## src/rtl/ibuf_pkg.sv

```systemverilog
package ibuf_pkg;
    parameter int TID_W = 2;
    parameter int SEQ_W = 16;
    parameter int PAY_W = 8;

    typedef struct packed {
        logic [TID_W-1:0] tid;
        logic [SEQ_W-1:0] seq;
        logic [PAY_W-1:0] pay;
    } entry_t;
endpackage

```

## src/rtl/ibuf_bypass_decide.sv

```systemverilog
module ibuf_bypass_decide
    import ibuf_pkg::*;
#(
    parameter int FREE_W = 2,
    parameter int BCNT_W = 16,
    localparam int NTHR = 1 << TID_W
) (
    input  logic              clk,
    input  logic              rst,
    input  logic              arr_valid,
    input  logic [TID_W-1:0]  arr_tid,
    input  logic              buf_empty,
    input  logic [NTHR-1:0]   ds_blocked,
    input  logic [FREE_W-1:0] ds_free,
    output logic              bypass,
    output logic              buffer,
    output logic [1:0]        next_ofs,
    output logic [BCNT_W-1:0] byp_cnt
);
    typedef struct packed {
        logic [BCNT_W-1:0] byp;
    } dstate_t;

    dstate_t st_d, st_q;

    always_comb begin
        bypass   = arr_valid && buf_empty && !ds_blocked[arr_tid] && (ds_free != '0);
        buffer   = arr_valid && !bypass;
        next_ofs = bypass ? 2'd2 : (arr_valid ? 2'd1 : 2'd0);
        st_d     = st_q;
        if (bypass) st_d.byp = st_q.byp + BCNT_W'(1);
        if (rst)    st_d = '0;
    end

    always_ff @(posedge clk) st_q <= st_d;

    assign byp_cnt = st_q.byp;


    byp_step_chk: assert property (@(posedge clk) disable iff (rst)
        bypass |=> byp_cnt == $past(byp_cnt) + BCNT_W'(1));

    byp_hold_chk: assert property (@(posedge clk) disable iff (rst)
        !bypass |=> $stable(byp_cnt));

    byp_empty_chk: assert property (@(posedge clk) disable iff (rst)
        bypass |-> buf_empty);
endmodule

```

## src/rtl/ibuf_compact.sv

```systemverilog
module ibuf_compact
    import ibuf_pkg::*;
#(
    parameter int DEPTH = 4,
    localparam int CW = $clog2(DEPTH + 1),
    localparam int IW = (DEPTH > 1) ? $clog2(DEPTH) : 1
) (
    input  entry_t [DEPTH-1:0] src,
    input  logic   [DEPTH-1:0] keep,
    output entry_t [DEPTH-1:0] dst,
    output logic   [CW-1:0]    n
);
    always_comb begin
        dst = '0;
        n   = '0;
        for (int i = 0; i < DEPTH; i++) begin
            if (keep[i]) begin
                dst[n[IW-1:0]] = src[i];
                n = n + CW'(1);
            end
        end
    end
endmodule

```

## src/rtl/ibuf_store.sv

```systemverilog
module ibuf_store
    import ibuf_pkg::*;
#(
    parameter int DEPTH = 4,
    localparam int CW = $clog2(DEPTH + 1),
    localparam int IW = (DEPTH > 1) ? $clog2(DEPTH) : 1
) (
    input  logic             clk,
    input  logic             rst,
    input  logic             ins_valid,
    input  entry_t           ins_entry,
    output logic             ins_ok,
    output logic             ins_deny,
    input  logic             rm_valid,
    input  logic [TID_W-1:0] rm_tid,
    input  logic [SEQ_W-1:0] rm_seq,
    output logic             rm_hit,
    input  logic             pop_valid,
    input  logic             sq_valid,
    input  logic [TID_W-1:0] sq_tid,
    input  logic [SEQ_W-1:0] sq_seq,
    output entry_t           head,
    output logic             head_valid,
    output logic [CW-1:0]    count,
    output logic             full,
    output logic             empty
);
    typedef struct packed {
        entry_t [DEPTH-1:0] ent;
        logic   [CW-1:0]    cnt;
        logic               full;
        logic               empty;
    } state_t;

    state_t s_d, s_q;

    logic [DEPTH-1:0] live, sq_kill, keep_sq, keep_rm, keep_fin;
    logic             rm_found, pop_found;
    entry_t [DEPTH-1:0] cmp_ent;
    logic   [CW-1:0]    cmp_n;

    // survivor masks: squash, then tag remove, then pop
    always_comb begin
        live      = '0;
        sq_kill   = '0;
        rm_found  = 1'b0;
        pop_found = 1'b0;
        for (int i = 0; i < DEPTH; i++) begin
            live[i]    = (i < int'(s_q.cnt));
            sq_kill[i] = sq_valid && live[i] && (s_q.ent[i].tid == sq_tid)
                         && (s_q.ent[i].seq > sq_seq);
        end
        keep_sq = live & ~sq_kill;
        keep_rm = keep_sq;
        for (int i = 0; i < DEPTH; i++) begin
            if (rm_valid && !rm_found && keep_sq[i] && (s_q.ent[i].tid == rm_tid)
                && (s_q.ent[i].seq == rm_seq)) begin
                keep_rm[i] = 1'b0;
                rm_found   = 1'b1;
            end
        end
        keep_fin = keep_rm;
        for (int i = 0; i < DEPTH; i++) begin
            if (pop_valid && !pop_found && keep_rm[i]) begin
                keep_fin[i] = 1'b0;
                pop_found   = 1'b1;
            end
        end
    end

    ibuf_compact #(.DEPTH(DEPTH)) u_compact (
        .src  (s_q.ent),
        .keep (keep_fin),
        .dst  (cmp_ent),
        .n    (cmp_n)
    );

    always_comb begin
        ins_ok   = ins_valid && !s_q.full;
        ins_deny = ins_valid && s_q.full;
        rm_hit   = rm_found;
        s_d      = s_q;
        s_d.ent  = cmp_ent;
        s_d.cnt  = cmp_n;
        if (ins_ok) begin
            s_d.ent[cmp_n[IW-1:0]] = ins_entry;
            s_d.cnt = cmp_n + CW'(1);
        end
        s_d.full  = (s_d.cnt == CW'(DEPTH));
        s_d.empty = (s_d.cnt == '0);
        if (rst) begin
            s_d       = '0;
            s_d.empty = 1'b1;
        end
    end

    always_ff @(posedge clk) s_q <= s_d;

    assign head       = s_q.ent[0];
    assign head_valid = !s_q.empty;
    assign count      = s_q.cnt;
    assign full       = s_q.full;
    assign empty      = s_q.empty;


    no_overflow_chk: assert property (@(posedge clk) disable iff (rst)
        count <= CW'(DEPTH));

    deny_keeps_chk: assert property (@(posedge clk) disable iff (rst)
        (ins_valid && full && !sq_valid && !rm_valid && !pop_valid)
        |=> $stable(s_q.cnt) && (s_q.ent == $past(s_q.ent)));

    ins_grow_chk: assert property (@(posedge clk) disable iff (rst)
        (ins_ok && !sq_valid && !rm_valid && !pop_valid)
        |=> count == $past(count) + CW'(1));

    pop_shrink_chk: assert property (@(posedge clk) disable iff (rst)
        (pop_valid && !empty && !sq_valid && !rm_valid && !ins_valid)
        |=> count == $past(count) - CW'(1));

    rm_miss_chk: assert property (@(posedge clk) disable iff (rst)
        (rm_valid && !rm_hit && !sq_valid && !pop_valid && !ins_valid)
        |=> $stable(count));
endmodule

```

## src/rtl/ibuf_bypass_top.sv

```systemverilog
module ibuf_bypass_top
    import ibuf_pkg::*;
#(
    parameter int DEPTH  = 4,
    parameter int FREE_W = 2,
    parameter int BCNT_W = 16,
    localparam int NTHR = 1 << TID_W,
    localparam int CW   = $clog2(DEPTH + 1)
) (
    input  logic              clk,
    input  logic              rst,
    input  logic              arr_valid,
    input  logic [TID_W-1:0]  arr_tid,
    input  logic [NTHR-1:0]   ds_blocked,
    input  logic [FREE_W-1:0] ds_free,
    output logic              dec_bypass,
    output logic              dec_buffer,
    output logic [1:0]        dec_next_ofs,
    output logic [BCNT_W-1:0] byp_count,
    input  logic              ins_valid,
    input  logic [TID_W-1:0]  ins_tid,
    input  logic [SEQ_W-1:0]  ins_seq,
    input  logic [PAY_W-1:0]  ins_pay,
    output logic              ins_ok,
    output logic              ins_deny,
    input  logic              rm_valid,
    input  logic [TID_W-1:0]  rm_tid,
    input  logic [SEQ_W-1:0]  rm_seq,
    output logic              rm_hit,
    input  logic              pop_valid,
    input  logic              sq_valid,
    input  logic [TID_W-1:0]  sq_tid,
    input  logic [SEQ_W-1:0]  sq_seq,
    output logic              head_valid,
    output logic [TID_W-1:0]  head_tid,
    output logic [SEQ_W-1:0]  head_seq,
    output logic [PAY_W-1:0]  head_pay,
    output logic [CW-1:0]     occupancy,
    output logic              full,
    output logic              empty
);
    entry_t new_ent, head_ent;

    assign new_ent = '{tid: ins_tid, seq: ins_seq, pay: ins_pay};

    ibuf_bypass_decide #(.FREE_W(FREE_W), .BCNT_W(BCNT_W)) u_decide (
        .clk        (clk),
        .rst        (rst),
        .arr_valid  (arr_valid),
        .arr_tid    (arr_tid),
        .buf_empty  (empty),
        .ds_blocked (ds_blocked),
        .ds_free    (ds_free),
        .bypass     (dec_bypass),
        .buffer     (dec_buffer),
        .next_ofs   (dec_next_ofs),
        .byp_cnt    (byp_count)
    );

    ibuf_store #(.DEPTH(DEPTH)) u_store (
        .clk        (clk),
        .rst        (rst),
        .ins_valid  (ins_valid),
        .ins_entry  (new_ent),
        .ins_ok     (ins_ok),
        .ins_deny   (ins_deny),
        .rm_valid   (rm_valid),
        .rm_tid     (rm_tid),
        .rm_seq     (rm_seq),
        .rm_hit     (rm_hit),
        .pop_valid  (pop_valid),
        .sq_valid   (sq_valid),
        .sq_tid     (sq_tid),
        .sq_seq     (sq_seq),
        .head       (head_ent),
        .head_valid (head_valid),
        .count      (occupancy),
        .full       (full),
        .empty      (empty)
    );

    assign head_tid = head_ent.tid;
    assign head_seq = head_ent.seq;
    assign head_pay = head_ent.pay;
endmodule

```

## config.mk

```make
export PLATFORM = sky130hd
export DESIGN_NAME = ibuf_bypass_top
export DESIGN_NICKNAME = d
export VERILOG_FILES = /design/src/rtl/ibuf_pkg.sv /design/src/rtl/ibuf_bypass_decide.sv /design/src/rtl/ibuf_compact.sv /design/src/rtl/ibuf_store.sv /design/src/rtl/ibuf_bypass_top.sv
export SDC_FILE = /design/constraint.sdc
export NUM_CORES = 1
export LEC_CHECK = 0
export BUFFER_PORTS_ARGS = -buffer_cell sky130_fd_sc_hd__buf_2
export CELL_PAD_IN_SITES_DETAIL_PLACEMENT = 1
export CELL_PAD_IN_SITES_GLOBAL_PLACEMENT = 1
export CORE_MARGIN = 3
export CORE_UTILIZATION = 44
export CTS_BUF_LIST = sky130_fd_sc_hd__clkbuf_16
export DETAILED_ROUTE_END_ITERATION = 6
export PLACE_DENSITY_LB_ADDON = 0.1
export SYNTH_ARGS = -nofsm -noshare
export SYNTH_HDL_FRONTEND = slang
export SYNTH_HIERARCHICAL = 1
export SYNTH_SLANG_ARGS = --single-unit
```

## constraint.sdc

```tcl
create_clock -name clk -period 6.5 [get_ports clk]
set_input_delay 0.325 -clock clk [delete_from_list [all_inputs] [get_ports clk]]
set_output_delay 0.325 -clock clk [all_outputs]
set_load 0.01 [all_outputs]
```

# After elaboration in Yosys (flattened, before gate mapping)
# Cells that the tools add are included.
# word_totals
regBits,125
inputBits,77
output_inout_bits,55
# classes
n_addsub,5
n_lt_le_gt_ge,17
eq_ne,13
n_mux,40
bitwise,2
reduce_logical,56
# op_table
op,n
bitwise mux 104 bit,4
2-to-1 mux 104 bit,3
demux 26 bit (select 2 bit),4
2-to-1 mux 26 bit,5
2-to-1 mux 107 bit,1
== test 16 bit,4
> comparator 16 bit,4
logical AND 1 bit,44
2-to-1 mux 1 bit,18
adder 16 x 1 -> 16 bit (second input constant),1
== test 2 bit,8
adder 3 x 1 -> 3 bit (second input constant),4
less-than comparator 2 x 3 -> 1 bit (second input constant),4
zero test 1 bit,10
2-to-1 mux 3 bit,3
greater-or-equal comparator 2 x 1 -> 1 bit (second input constant),4
less-than comparator 1 x 3 -> 1 bit (first input constant),2
less-than comparator 2 x 3 -> 1 bit (first input constant),2
AND 4 bit,1
inverter 4 bit,1
== test 3 bit (second input constant),1
zero test 3 bit,1
less-than comparator 1 x 3 -> 1 bit (second input constant),1
binary-select mux 1 bit (select 2 bit),1
other kinds (2),2

# Longest topological paths before layout
# depth
depth_word,38
ltp_mapped,26
depth_no_buf,19

# By module
# Netlist, hierarchy kept.
# by_module_without_submodules
module,instances,cells_each,area_per_inst_um2,seq_area_each_um2
ibuf_store,1,839,6596.3,2182.1
ibuf_compact,1,363,2710.1,0.0
ibuf_bypass_decide,1,105,878.3,320.3

# Worst setup path after synthesis
# OpenSTA, ideal clock, no wires.
# synth_timing
kind,input-to-reg
from,input sq_seq[15]
to,register u_store/s_q[34] (netlist bit)
setup_time_ns,0.070
t_arrival_ns,5.021
setup_slack_ns,1.409
cell_stages,26
n_path_buf,7
path_cell_list,inv_1 ha_1 nand4_2 or4_1 a41o_1 o41ai_4 nand2_1 o22ai_1 and2_1 buf_2 buf_1 inv_1 ha_1 buf_2 and3b_1 o21ai_0 buf_4 buf_4 o211ai_1 inv_1 ha_1 and2_1 clkbuf_1 clkbuf_1 nand2_1 a21oi_1
# synth_rtl
item,line_no,source
"start, declared",ibuf_bypass_top.sv:33,"input logic [SEQ_W-1:0] sq_seq,"
> comparator 16 bit,ibuf_store.sv:51,&& (s_q.ent[i].seq > sq_seq);
logical AND 1 bit,ibuf_store.sv:51,
inverter 4 bit *,ibuf_store.sv:53,keep_sq = live & ~sq_kill;
AND 4 bit *,ibuf_store.sv:53,
logical AND 1 bit (2 in a row),ibuf_store.sv:56,if (rm_valid && !rm_found && keep_sq[i] && (s_q.ent[i].tid == rm_tid)
logical AND 1 bit,ibuf_store.sv:57,&& (s_q.ent[i].seq == rm_seq)) begin
2-to-1 mux 1 bit,ibuf_store.sv:56,
zero test 1 bit,ibuf_store.sv:56,
[7 not listed],n/a,
named net u_store.keep_fin[1],ibuf_store.sv:37,"logic [DEPTH-1:0] live, sq_kill, keep_sq, keep_rm, keep_fin;"
[4 not listed],n/a,
2-to-1 mux 3 bit *,ibuf_compact.sv:17,if (keep[i]) begin
named net u_store.cmp_n[1],ibuf_store.sv:40,logic [CW-1:0] cmp_n;
less-than comparator 2 x 3 -> 1 bit (implied by the code) or greater-or-equal comparator 2 x 1 -> 1 bit (tied branches),ibuf_store.sv:86,s_d.ent[cmp_n[IW-1:0]] = ins_entry;
logical AND 1 bit (implied by the code),ibuf_store.sv:86,
2-to-1 mux 26 bit (implied by the code),ibuf_store.sv:86,
demux 26 bit (select 2 bit) *,n/a,
bitwise mux 104 bit *,ibuf_store.sv:86,
2-to-1 mux 107 bit *,ibuf_store.sv:85,if (ins_ok) begin
"end signal, assigned",ibuf_store.sv:97,always_ff @(posedge clk) s_q <= s_d;
"end, declared",ibuf_store.sv:35,"state_t s_d, s_q;"
# Mark *: on every way through the listed nets, which the timed path passes. The rest lies on a longest branch.
# A chain may end at the register's enable or synchronous reset.

# Worst setup path after layout
# layout_timing
from,register u_store.s_q (netlist bit u_store/head[23])
to,register u_store/s_q[56] (netlist bit)
# layout_rtl
item,line_no,source
> comparator 16 bit,ibuf_store.sv:51,
logical AND 1 bit,ibuf_store.sv:51,
inverter 4 bit,ibuf_store.sv:53,
AND 4 bit,ibuf_store.sv:53,
logical AND 1 bit (2 in a row),ibuf_store.sv:56,
logical AND 1 bit,ibuf_store.sv:57,
2-to-1 mux 1 bit *,ibuf_store.sv:56,
logical AND 1 bit,ibuf_store.sv:64,if (pop_valid && !pop_found && keep_rm[i]) begin
[1 not listed],n/a,
named net u_store.keep_fin[0],ibuf_store.sv:37,
[6 not listed],n/a,
2-to-1 mux 3 bit *,ibuf_compact.sv:17,
named net u_store.cmp_n[1],ibuf_store.sv:40,
less-than comparator 2 x 3 -> 1 bit (implied by the code) or greater-or-equal comparator 2 x 1 -> 1 bit (tied branches),ibuf_store.sv:86,
logical AND 1 bit (implied by the code),ibuf_store.sv:86,
2-to-1 mux 26 bit (implied by the code),ibuf_store.sv:86,
demux 26 bit (select 2 bit) *,n/a,
bitwise mux 104 bit *,ibuf_store.sv:86,
2-to-1 mux 107 bit *,ibuf_store.sv:85,
# Marks and branches as above.

==> results.txt <==
most frequent CP cell = ha_1
setup bufs post-CTS = 0
CTS tree = yes
setup ws final = 1.12 ns
std cell rows = 55
pin count of the biggest net entering global routing = 78
diodes inserted = 0
DR vias = 10100
post-DR wirelength/cell = 23.6 um
Layout Skew = 0.0115 ns
CP max FO = 26
core box area = 22700 um2
peak supply drop = 0.229 mV
crit path DAT = 5.72 ns
GRT Max-Usage Layer = met2
Hold Buf Count CTS = 0
DP Worst Slack = 1.15 ns
slowest stage delay, CP = 0.92 ns
Worst-path clk slew = 0.06 ns
Adder-Cell Fraction of Synth Area = 8.97%
iteration-0 DRC count of the detailed router = 719
count of final max-slew check failures = 0
Compound-Gate Fraction of Synth Area = 19.7%
Post-Synth XOR/XNOR Area = 7.22%
H-tree Lvls = 4
synthesized cell area = 10200 um2
Final setup viols = 0
GR Layer Usage met3 = 4.43%
CP max stage cell = and2_1
RSZ-0062 raised after global routing = false
min-delay worst type = primary input to register
Root Driver = clkbuf_16
crit path time final = 5.38 ns
met1 usage = 41.8%
startpoint types = register
FFs w/ async S/R, synth = 0%
Hold Vio Cnt, Final = 0
fmax = 186 MHz
share of layout cells above drive strength 1 = 16.8%
via-per-instance ratio = 6.17
combinational family with the most area after synthesis = simple AND/OR/NAND/NOR gates
Max Root-Sink Buffers = 2
Rel. slew slack = 21.5%
fin util = 50.1%
final net count = 1496
Post-synth EDFFs = 0
pwr dens = 327 nW/um2
crit path capture type = register
die height = 158 um
CP delay by family, top = simple AND/OR/NAND/NOR gates
synth warn = 6
total track usage = 30.6%
initial antenna violation count = 2
Initial Util = 44.8%
drt first pass iters = 5
TNS Setup = 0 ns
#FFs+latches synth = 125
number of buffers created by CTS = 17
Data required, critical path = 6.84 ns
Worst Path Buf+Inv = 2
critical path depth = 17
clock sinks = 125
first-pass GRT wire length = 58900 um
Tcrit/Tclk final = 82.8%
Post-Synth Simple-Gate Area = 21.8%
CP cell instances = ha_1, nand4_2, or4_1, a41o_1, o41ai_4, nand2_1, nor2_4, inv_1, ha_1, and3b_1, o21ai_4, o211ai_1, inv_1, ha_1, and2_1, nand2_1, a21oi_1
Overflow after GRT = 0
Netlist cell types = 64
Leak Pwr = 4.82 nW
WL final = 38800 um
R2R depth = 17
DIE AREA = 25000 um2
status = finished, final reports clean
Avg Synthesized Cell Area = 7.79 um2
Worst-Margin Slew = 1.18 ns
Area Overhead vs Synth = 11.6%
post-route ant nets = 0
# IOs = 132
vias in the first global route = 10200
cell count after synthesis = 1307
Post-synth top flop = dfxtp_1
Design Power = 0.00372 W
clock latency on the worst-skew pair = 0.43 ns
hold path cells = 3
Max-Cap Viols = 0
Resized Gates After CTS = 0
die width = 158 um
WHS = 0.166 ns
GPL Wtd Cong = 0.952
critical path class = register to register
Seq/Total Area, Yosys = 24.6%
syn_nets = 1457
Post-route DRC = 0
post-synthesis mux area share = 8.82%
PortBufs = 131
r2r setup slk = 1.12 ns
grt met2 use = 49.2%
dpl hpwl = 27500 um
Yosys cell counts, types with 2 or more instances:
cell type  count  share of area [%]
and2_1         7               0.43
and3_1        32                2.0
and4_1         2               0.17
o211ai_1       5               0.37
nor2b_1       11               0.68
clkbuf_1      76                2.8
inv_1         56                2.1
xor2_1         9               0.77
buf_6          3               0.33
a2bb2oi_1     26                2.2
or3_1          3               0.18
or4_1         11               0.81
nor2_1        22               0.81
a31oi_1       28                1.7
o21ai_0       11               0.54
buf_1          2              0.074
a22o_1        26                2.2
mux2_2        22                2.4
nand3_1       40                2.0
ha_1          73                9.0
nand4_1       35                2.1
o31ai_1       11               0.81
nor3_1         5               0.25
and3b_1        3               0.26
a21oi_1      142                7.0
nor4b_1        2               0.17
or2_2          2               0.12
nand3b_1      27                2.0
mux2_1         8               0.88
mux2i_1       56                5.5
buf_2         11               0.54
a211oi_1       5               0.37
a22oi_1       27                2.0
buf_4         42                3.1
nor3b_1        2               0.15
nor4_1         5               0.31
xnor2_1       75                6.4
dfxtp_1      125                 25
a21o_1         8               0.59
nand2_1      227                8.4
worst paths after layout:
check                            start              endpoint
hold reg to reg   u_decide/byp_cnt[11]  u_decide/byp_cnt[11]
hold / removal              ins_pay[4]       u_store/s_q[61]
setup / recovery      u_store/head[23]       u_store/s_q[56]
setup reg to reg      u_store/head[23]       u_store/s_q[56]
registers in the layout, indices dropped and copies added, names as in the netlist:
register,cells
u_store/full,1
u_decide/byp_cnt,16
u_store/s_q,78
u_store/head,26
u_store/count,3
u_store/empty,1
placed cells by master (no fill, tap or decap), types with 3 or more instances in the layout:
| cell type | netlist | final |
|---|---|---|
| nand2_1 | 227 | 227 |
| a21o_1 | 8 | 8 |
| inv_6 | 0 | 3 |
| a21oi_1 | 142 | 142 |
| inv_1 | 56 | 56 |
| o31ai_1 | 11 | 11 |
| buf_2 | 11 | 130 |
| nor3_1 | 5 | 5 |
| nand3_1 | 40 | 40 |
| dfxtp_1 | 125 | 125 |
| nor4_1 | 5 | 5 |
| nand4_1 | 35 | 35 |
| or3_1 | 3 | 3 |
| mux2_2 | 22 | 22 |
| a22o_1 | 26 | 26 |
| bufinv_16 | 0 | 6 |
| xor2_1 | 9 | 9 |
| a22oi_1 | 27 | 27 |
| and3_1 | 32 | 31 |
| mux2i_1 | 56 | 56 |
| a31oi_1 | 28 | 28 |
| o21ai_0 | 11 | 9 |
| buf_4 | 42 | 24 |
| ha_1 | 73 | 73 |
| and3b_1 | 3 | 3 |
| clkbuf_16 | 0 | 17 |
| a2bb2oi_1 | 26 | 26 |
| nor2_1 | 22 | 21 |
| nor2b_1 | 11 | 11 |
| nand3b_1 | 27 | 27 |
| xnor2_1 | 75 | 75 |
| and2_1 | 7 | 7 |
| a211oi_1 | 5 | 5 |
| mux2_1 | 8 | 8 |
| o21ai_4 | 1 | 3 |
| o211ai_1 | 5 | 5 |
| or4_1 | 11 | 11 |
worst register-to-register path, stage by stage, from the launching register on:
cell	delay, ns
dfxtp_1	0.41
ha_1	0.39
nand4_2	0.16
or4_1	0.55
a41o_1	0.29
o41ai_4	0.09
nand2_1	0.18
nor2_4	0.44
inv_1	0.15
ha_1	0.49
and3b_1	0.25
o21ai_4	0.13
o211ai_1	0.18
inv_1	0.15
ha_1	0.17
and2_1	0.92
nand2_1	0.16
a21oi_1	0.19
cells by family (layout without fill, tap and decap cells):
logic type,Yosys count,count (layout)
AO/OA/AOI/OAI,303,303
flip-flops,125,125
AND/OR/NAND/NOR,446,446
adder cells (fa/ha/maj),73,73
buffers and inverters,190,241
multiplexers,86,86
XOR/XNOR,84,84
routing by layer:
metal	share of wire, %	vias to the layer above
met1	45	4993
met2	46	391
met3	6.3	73
met5	0	-
li1	-	4685
met4	3.0	0
where the power goes:
| group | total (W) | internal [W] | switching, W |
|---|---|---|---|
| registers | 0.00102 | 0.000862 | 0.000156 |
| clock network | 0.00110 | 0.000719 | 0.000380 |
| logic | 0.00160 | 0.000518 | 0.00108 |
cell type report:
| type | count | area (um2) |
|---|---|---|
| Clock buffer | 17 | 425 |
| Sequential cell | 125 | 2500 |
| Inverter | 56 | 210 |
| Fill cell | 2853 | 11300 |
| Tap cell | 285 | 357 |
| Clock inverter | 14 | 239 |
| Timing Repair Buffer | 154 | 831 |
| Multi-Input combinational cell | 992 | 6810 |
per-stage QoR:
step           std cells  cell area, um2
2_1_floorplan       1307           10200
3_3_place_gp        1612           10700
3_5_place_dp        1612           10700
4_1_cts             1643           11400
5_1_grt             1643           11400
6_report            1643           11400
No activity file was read; power rests on OpenSTA's default activity.
